===== src/rtl/seqmul_pkg.sv =====
package seqmul_pkg;

  typedef enum logic {
    MODE_UNSIGNED = 1'b0,
    MODE_SIGNED   = 1'b1
  } mul_mode_e;

  // Control for one add/shift step
  typedef struct packed {
    logic      add_en;  // multiplier bit under test is 1
    logic      sub_en;  // last step of signed mode: subtract instead
    mul_mode_e mode;
  } step_ctl_t;

endpackage


===== src/rtl/seqmul_addsub.sv =====
module seqmul_addsub
  import seqmul_pkg::*;
#(
  parameter int WIDTH = 32
) (
  input  logic [WIDTH-1:0] acc_i,
  input  logic [WIDTH-1:0] mcand_i,
  input  step_ctl_t        ctl_i,
  output logic [WIDTH:0]   sum_o
);

  logic [WIDTH:0] acc_x;
  logic [WIDTH:0] mcand_x;
  logic           sext;

  assign sext    = (ctl_i.mode == MODE_SIGNED);
  assign acc_x   = {sext & acc_i[WIDTH-1], acc_i};
  assign mcand_x = {sext & mcand_i[WIDTH-1], mcand_i};

  always_comb begin
    if (ctl_i.add_en && ctl_i.sub_en)
      sum_o = acc_x - mcand_x;
    else if (ctl_i.add_en)
      sum_o = acc_x + mcand_x;
    else
      sum_o = acc_x;
  end

endmodule


===== src/rtl/seqmul_ctrl.sv =====
module seqmul_ctrl #(
  parameter int WIDTH = 32
) (
  input  logic clk,
  input  logic rst_n,
  input  logic accept_i,
  output logic busy_o,
  output logic last_o,
  output logic done_o
);

  localparam int CW = (WIDTH > 2) ? $clog2(WIDTH) : 1;
  localparam logic [CW-1:0] LAST_IDX = CW'(WIDTH - 1);

  logic [CW-1:0] step_cnt;

  assign last_o = busy_o && (step_cnt == LAST_IDX);

  always_ff @(posedge clk or negedge rst_n) begin
    if (!rst_n) begin
      busy_o   <= 1'b0;
      done_o   <= 1'b0;
      step_cnt <= '0;
    end else begin
      done_o <= 1'b0;
      if (accept_i) begin
        busy_o   <= 1'b1;
        step_cnt <= '0;
      end else if (busy_o) begin
        if (last_o) begin
          busy_o <= 1'b0;
          done_o <= 1'b1;
        end
        step_cnt <= step_cnt + 1'b1;
      end
    end
  end

  AST_DONE_PULSE: assert property (@(posedge clk) disable iff (!rst_n)
    done_o |=> !done_o);
  AST_LAST_TO_DONE: assert property (@(posedge clk) disable iff (!rst_n)
    last_o |=> (done_o && !busy_o));
  AST_COUNT_RANGE: assert property (@(posedge clk) disable iff (!rst_n)
    busy_o |-> (step_cnt <= LAST_IDX));

endmodule


===== src/rtl/seqmul_datapath.sv =====
module seqmul_datapath
  import seqmul_pkg::*;
#(
  parameter int WIDTH = 32
) (
  input  logic               clk,
  input  logic               rst_n,
  input  logic               load_i,
  input  logic               step_i,
  input  logic               last_i,
  input  mul_mode_e          mode_i,
  input  logic [WIDTH-1:0]   a_i,
  input  logic [WIDTH-1:0]   b_i,
  output logic [2*WIDTH-1:0] prod_o
);

  localparam int PW = 2 * WIDTH;

  logic [WIDTH-1:0] mcand_q;
  mul_mode_e        mode_q;
  logic [PW-1:0]    prod_q;
  step_ctl_t        ctl;
  logic [WIDTH:0]   sum;

  assign ctl.add_en = prod_q[0];
  assign ctl.sub_en = last_i && (mode_q == MODE_SIGNED);
  assign ctl.mode   = mode_q;

  seqmul_addsub #(.WIDTH(WIDTH)) u_addsub (
    .acc_i   (prod_q[PW-1:WIDTH]),
    .mcand_i (mcand_q),
    .ctl_i   (ctl),
    .sum_o   (sum)
  );

  always_ff @(posedge clk or negedge rst_n) begin
    if (!rst_n) begin
      mcand_q <= '0;
      mode_q  <= MODE_UNSIGNED;
      prod_q  <= '0;
    end else if (load_i) begin
      mcand_q <= a_i;
      mode_q  <= mode_i;
      prod_q  <= {{WIDTH{1'b0}}, b_i};
    end else if (step_i) begin
      prod_q  <= {sum, prod_q[WIDTH-1:1]};
    end
  end

  assign prod_o = prod_q;

  AST_IDLE_HOLD: assert property (@(posedge clk) disable iff (!rst_n)
    (!load_i && !step_i) |=> $stable(prod_q));
  AST_MODE_HELD: assert property (@(posedge clk) disable iff (!rst_n)
    (step_i && !last_i) |=> $stable(mode_q));

endmodule


===== src/rtl/seqmul_shiftadd.sv =====
module seqmul_shiftadd
  import seqmul_pkg::*;
#(
  parameter int WIDTH = 32
) (
  input  logic             clk,
  input  logic             rst_n,
  input  logic             in_valid,
  output logic             in_ready,
  input  logic             in_signed,
  input  logic [WIDTH-1:0] in_a,
  input  logic [WIDTH-1:0] in_b,
  output logic             done,
  output logic [WIDTH-1:0] res_hi,
  output logic [WIDTH-1:0] res_lo
);

  logic               busy;
  logic               last;
  logic               accept;
  logic [2*WIDTH-1:0] prod;
  mul_mode_e          mode_sel;

  assign in_ready = !busy;
  assign accept   = in_valid && in_ready;
  assign mode_sel = in_signed ? MODE_SIGNED : MODE_UNSIGNED;

  seqmul_ctrl #(.WIDTH(WIDTH)) u_ctrl (
    .clk      (clk),
    .rst_n    (rst_n),
    .accept_i (accept),
    .busy_o   (busy),
    .last_o   (last),
    .done_o   (done)
  );

  seqmul_datapath #(.WIDTH(WIDTH)) u_dp (
    .clk    (clk),
    .rst_n  (rst_n),
    .load_i (accept),
    .step_i (busy),
    .last_i (last),
    .mode_i (mode_sel),
    .a_i    (in_a),
    .b_i    (in_b),
    .prod_o (prod)
  );

  assign res_hi = prod[2*WIDTH-1:WIDTH];
  assign res_lo = prod[WIDTH-1:0];

  AST_ACCEPT_BUSY: assert property (@(posedge clk) disable iff (!rst_n)
    accept |=> (!in_ready && !done));
  AST_DONE_FROM_BUSY: assert property (@(posedge clk) disable iff (!rst_n)
    done |-> $past(busy));
  AST_READY_AT_DONE: assert property (@(posedge clk) disable iff (!rst_n)
    done |-> in_ready);

endmodule


===== config.mk =====
export PLATFORM = sky130hd
export DESIGN_NAME = seqmul_shiftadd
export DESIGN_NICKNAME = d
export VERILOG_FILES = /design/src/rtl/seqmul_pkg.sv /design/src/rtl/seqmul_addsub.sv /design/src/rtl/seqmul_ctrl.sv /design/src/rtl/seqmul_datapath.sv /design/src/rtl/seqmul_shiftadd.sv
export SDC_FILE = /design/constraint.sdc
export NUM_CORES = 1
export LEC_CHECK = 0
export BUFFER_PORTS_ARGS = -buffer_cell sky130_fd_sc_hd__buf_2
export CORE_AREA = 2 2 145 147
export CTS_CLUSTER_DIAMETER = 150
export DETAILED_ROUTE_END_ITERATION = 16
export DIE_AREA = 0 0 147 149
export GPL_TIMING_DRIVEN = 0
export HOLD_SLACK_MARGIN = 0.02
export PLACE_DENSITY = 0.64
export SETUP_SLACK_MARGIN = 0.1
export SLEW_MARGIN = 10
export SYNTH_ARGS = -nofsm -noshare
export SYNTH_HDL_FRONTEND = slang
export SYNTH_SLANG_ARGS = --single-unit

===== constraint.sdc =====
create_clock -name clk -period 3.5 [get_ports clk]
set_input_delay 0.875 -clock clk [delete_from_list [all_inputs] [get_ports clk]]
set_output_delay 0.875 -clock clk [all_outputs]
set_load 0.02 [all_outputs]

After elaboration in Yosys (flattened, before gate mapping)
Index checks and enable logic that the tools add are counted.
{"block": "word_totals", "out_inout_bits": 66, "in_bits": 68, "register_bits": 104}
{"block": "classes", "n_reduce_logical": 6, "n_bitwise": 2, "n_eq_ne": 1, "mux": 13, "addsub": 3}
{"op": "two-way mux 64 bit", "count": 2}
{"op": "two-way mux 33 bit", "count": 2}
{"op": "adder 33 bit", "count": 1}
{"op": "subtractor 33 bit", "count": 1}
{"op": "two-way mux 5 bit", "count": 2}
{"op": "two-way mux 1 bit", "count": 7}
{"op": "adder 5 x 1 -> 5 bit (second input constant)", "count": 1}
{"op": "== test 5 bit (second input constant)", "count": 1}
{"op": "logical AND 1 bit", "count": 4}
{"op": "bitwise AND 1 bit", "count": 2}
{"op": "nonzero test 2 bit", "count": 1}
{"op": "logical NOT 1 bit", "count": 1}

Logic depth before layout (Yosys ltp)
{"block": "logic_depth", "ltp_word": 7, "ltp_mapped": 14, "depth_no_buf": 14}

Cells and area by module
A second synthesis with hierarchy kept.
{"block": "hier_totals", "cells_unflattened": 937, "hier_area_um2": 8374.3}
{"mod": "seqmul_datapath", "area_each_um2": 4075.2, "seq_area_each_um2": 2427.3, "n_inst": 1, "cells_per_inst": 313}
{"mod": "seqmul_addsub", "area_each_um2": 3938.8, "seq_area_each_um2": 0.0, "n_inst": 1, "cells_per_inst": 594}
{"mod": "seqmul_ctrl", "area_each_um2": 350.3, "seq_area_each_um2": 175.2, "n_inst": 1, "cells_per_inst": 28}
{"mod": "seqmul_shiftadd", "area_each_um2": 10.0, "seq_area_each_um2": 0.0, "n_inst": 1, "cells_per_inst": 2}

Worst setup path before layout
OpenSTA, ideal clock, no wires.
{"block": "synth_path", "path_type": "register to register", "startpoint": "register u_dp.prod_q[32], in the netlist u_dp.prod_o[32]", "endpoint": "register u_dp.prod_q[57], in the netlist u_dp.prod_o[57]", "t_arrival_ps": 3021, "path_stages_with_launch": 13, "path_slack_ps": 358, "setup_time_ps": 122, "path_buffers": 0, "synth_period_minus_slack_ps": 3142, "path_cell_list": "dfrtp_1 -> ha_1 -> inv_1 -> fa_1 -> o21ba_2 -> nor4_1 -> o31a_1 -> o21ai_1 -> o41a_4 -> o21bai_4 -> nand4b_1 -> o31a_1 -> a32o_1"}
{"block": "synth_between", "elab_chain_len": 5}
{"item": "start: declaration", "line": "seqmul_datapath.sv:21", "source": "logic [PW-1:0] prod_q;"}
{"item": "start signal: assignment", "line": "seqmul_datapath.sv:44", "source": "prod_q <= {{WIDTH{1'b0}}, b_i};"}
{"item": "start signal: assignment", "line": "seqmul_datapath.sv:46", "source": "prod_q <= {sum, prod_q[WIDTH-1:1]};"}
{"item": "adder 33 bit", "line": "seqmul_addsub.sv:24", "source": "sum_o = acc_x + mcand_x;"}
{"item": "two-way mux 33 bit", "line": "seqmul_addsub.sv:23", "source": "else if (ctl_i.add_en)"}
{"item": "two-way mux 33 bit (*)", "line": "seqmul_addsub.sv:21", "source": "if (ctl_i.add_en && ctl_i.sub_en)"}
{"item": "two-way mux 64 bit (*)", "line": "seqmul_datapath.sv:45", "source": "end else if (step_i) begin"}
{"item": "two-way mux 64 bit (*)", "line": "seqmul_datapath.sv:41", "source": "end else if (load_i) begin"}
Every way passes the cells marked *; elsewhere a longest branch is shown, timed or not. The select of a mux whose other input is x is not followed.
A chain may end at the register's enable or synchronous reset.

Worst setup path in the final report
{"block": "layout_path", "startpoint": "register u_dp.mcand_q[0]", "endpoint": "register u_dp.prod_q[57], in the netlist u_dp.prod_o[57]"}
{"block": "layout_between", "elab_chain_len": 5}
{"item": "start: declaration", "line": "seqmul_datapath.sv:19", "source": "logic [WIDTH-1:0] mcand_q;"}
{"item": "start signal: assignment", "line": "seqmul_datapath.sv:42", "source": "mcand_q <= a_i;"}
{"item": "adder 33 bit", "line": "seqmul_addsub.sv:24"}
{"item": "two-way mux 33 bit", "line": "seqmul_addsub.sv:23"}
{"item": "two-way mux 33 bit (*)", "line": "seqmul_addsub.sv:21"}
{"item": "two-way mux 64 bit (*)", "line": "seqmul_datapath.sv:45"}
{"item": "two-way mux 64 bit (*)", "line": "seqmul_datapath.sv:41"}
Marks and branches as above.

==> metrics <==
CP Class reg -> reg; Synth Flop Type dfrtp_1; relative slew slack between 40% and 50%; Worst Path Arrival roughly 3500 ps; die width ~150 um; number of flops mapped to enable cells by yosys 0; Fill cells about 2100; Post-Synthesis Cells between 900 and 1000; largest fanout on the critical path 5; Worst Hold Class in -> async; yosys warns 0; FP Rows 53; dpl ws around 6.5 ps; Reg clk slew, reported paths ~80 ps; Initial Utilization 39.0%; # IOs between 100 and 150; Req. time, crit path around 3800 ps; status finished, final reports clean; met2 usage 38.1%; Synth top area share between 30% and 40%; Yosys reg bits 104; Final Cycle Share around 93%; Die Area between 20000 and 25000 um2; first-pass GRT wire length between 40 and 50 mm; drt pass-1 iters 7; Seq/Total Area, Yosys approximately 32%; vias in the first global route approximately 7700; RSZ-0062 raised after global routing false; clock insertion delay at the later pin of the skew report about 380 ps; Synth area leader dfrtp_1; PortBufs approximately 130; Post-Syn Nets between 1000 and 1500; Routed Antenna Nets 0; Hold Violations, Final 0; # H-tree levels 3; drt wl/cell approximately 18 um; Clock Sinks between 100 and 150; Clock Tree Root clkbuf_16; largest cells by area after synthesis dfrtp_1, ha_1, o21ai_0, nand2_1, a21oi_1; drt total wl 25.3 mm; Critical Path Sink Type register; Tmin final between 3000 and 4000 ps; largest net degree at the start of global routing a little over 70; Die Ht roughly 150 um; Final Max Tran Viols 0; CTS max path bufs 2; most used routing layer met2; Yosys cell types 77; Async S/R FF share, synth 100%; count leader, synth nand2_1; number of DRC markers in iteration 0 604; RD Place Congestion about 0.90; commonest cells in the netlist nand2_1, o21ai_0, dfrtp_1; met3 Resource Use GR 6.54%; CTS tree built; P&R area growth vs syn 18.3%; Net count, final roughly 1200; initial antenna violation count 0; met1 Use GR a little under a third; post-synthesis cell area ~8000 um2; Post-DP HPWL roughly 19 mm; final setup violation count 0; final worst slack around 240 ps; Worst-Margin Slew roughly 860 ps; max-cap violations 0; ANT cells 0; fmax 0.307 GHz; DRC Markers 0; Via density about 5.6; crit path launch type register; grt total ovfl 0; layout cells sized above 1 around 17%; Layout Skew between 10 and 15 ps; total track usage about a quarter; CTS buffer count 9; synthesized area per cell 8.31 um2; via count 7753; Core Area 20600 um2
-- what timing repair did --
item                       4_1_cts  5_1_grt
pin swaps                        0        5
resized for setup                6       14
buffers inserted                 0        4
hold buffers                     0        0
setup endpoints to repair        7       14
-- path summary, 6_finish.rpt --
| kind | to | from | slack, ps | cells past startpoint |
|---|---|---|---|---|
| max | u_dp.prod_o[57]$_DFFE_PN0P_ | u_dp.mcand_q[0]$_DFFE_PN0P_ | 240 | 12 |
| min | u_dp.mcand_q[15]$_DFFE_PN0P_ | rst_n | 390 | 1 |
| max reg2reg | u_dp.prod_o[57]$_DFFE_PN0P_ | u_dp.mcand_q[0]$_DFFE_PN0P_ | 240 | 12 |
| min reg2reg | u_ctrl.step_cnt[4]$_DFFE_PN0P_ | u_ctrl.step_cnt[4]$_DFFE_PN0P_ | 510 | 1 |
| max in group asynchronous | u_dp.prod_o[33]$_DFFE_PN0P_ | rst_n | 2400 | 2 |
| min in group clk | u_ctrl.step_cnt[4]$_DFFE_PN0P_ | u_ctrl.step_cnt[4]$_DFFE_PN0P_ | 510 | 1 |
-- area by class of cell --
| type | count | area [um2] | share of cell area, % |
|---|---|---|---|
| multi-input cells | 730 | 4980 | 52.5 |
| repair buffers | 137 | 724 | 7.64 |
| flip-flops and latches | 104 | 2610 | 27.5 |
| plain buffers | 66 | 264 | 2.78 |
| inverters | 63 | 236 | 2.49 |
| well taps | 275 | 344 | 3.63 |
| clock inverters | 7 | 101 | 1.07 |
| clock buffers | 9 | 225 | 2.37 |
-- through the flow --
step	hold WS, ps	utilization (%)	std cells	TNS [ps]	area, um2
after CTS	408	45.7	1388	0	9400
after global placement	482	43.9	1371	-18.8	9020
after detailed placement	485	44.0	1372	0	9050
final	393	46.1	1391	0	9480
after global routing	410	46.1	1391	0	9480
after floorplan	467	-	964	0	8020
-- logic make-up (layout without fill, tap and decap cells) --
family	count (synthesis)	count (layout)	synth area share, %
xor+xnor	29	29	3.17
buf+inv	130	282	6.26
fa+ha+maj	68	68	10.8
compound gates	345	345	28.9
mux	36	36	4.53
flops	104	104	32.5
simple gates	252	252	13.9
-- layout by cell type, fill, tap and decap left out, drive strengths merged, types with 4 or more instances in the layout --
cell     netlist  routed
nand3         16      16
or3            6       6
a22o           7       7
nand2        116     116
clkinv         2       5
a41oi          4       4
nor3          16      16
ha            66      66
inv           61      65
o22ai          6       6
nor2b         10      10
nor2          62      62
a211o          4       4
a31oi          4       4
a22oi          4       4
a221oi         9       9
a21oi         79      79
o21a           6       6
a32o           4       4
o21bai        18      18
clkbuf        57      65
xor2           8       8
nand4          8       8
o221ai        10      10
a211oi        12      12
a2111oi        4       4
a221o          4       4
o31ai          9       9
o21ai        114     114
mux2i         34      34
dfrtp        104     104
a21o          12      12
buf           10     147
xnor2         21      21
-- worst max-delay path: stages (launching register included) --
cell and delay [ps]:
dfrtp_1 390, ha_1 180, inv_1 60, fa_1 460
o21ba_2 260, nor4_2 180, o31a_1 240, o21ai_2 130
o41a_4 440, o21bai_4 160, nand4b_1 140, o31a_1 270
a32o_1 250
-- state kept, by name (all words and copies together), names as in the netlist --
signal           flops
u_ctrl.done_o        1
u_ctrl.busy_o        1
u_ctrl.step_cnt      5
u_dp.mcand_q        32
u_dp.mode_q          1
u_dp.prod_o         64
-- routing by layer --
metal | part of all wire [%] | vias up
met5 | 0 | -
met4 | 1.9 | 0
met3 | 8.4 | 41
met2 | 45 | 297
met1 | 44 | 3655
li1 | - | 3760
Power is not shown: default switching activity piles up to over one toggle a cycle in this logic, so the estimate is an artifact.
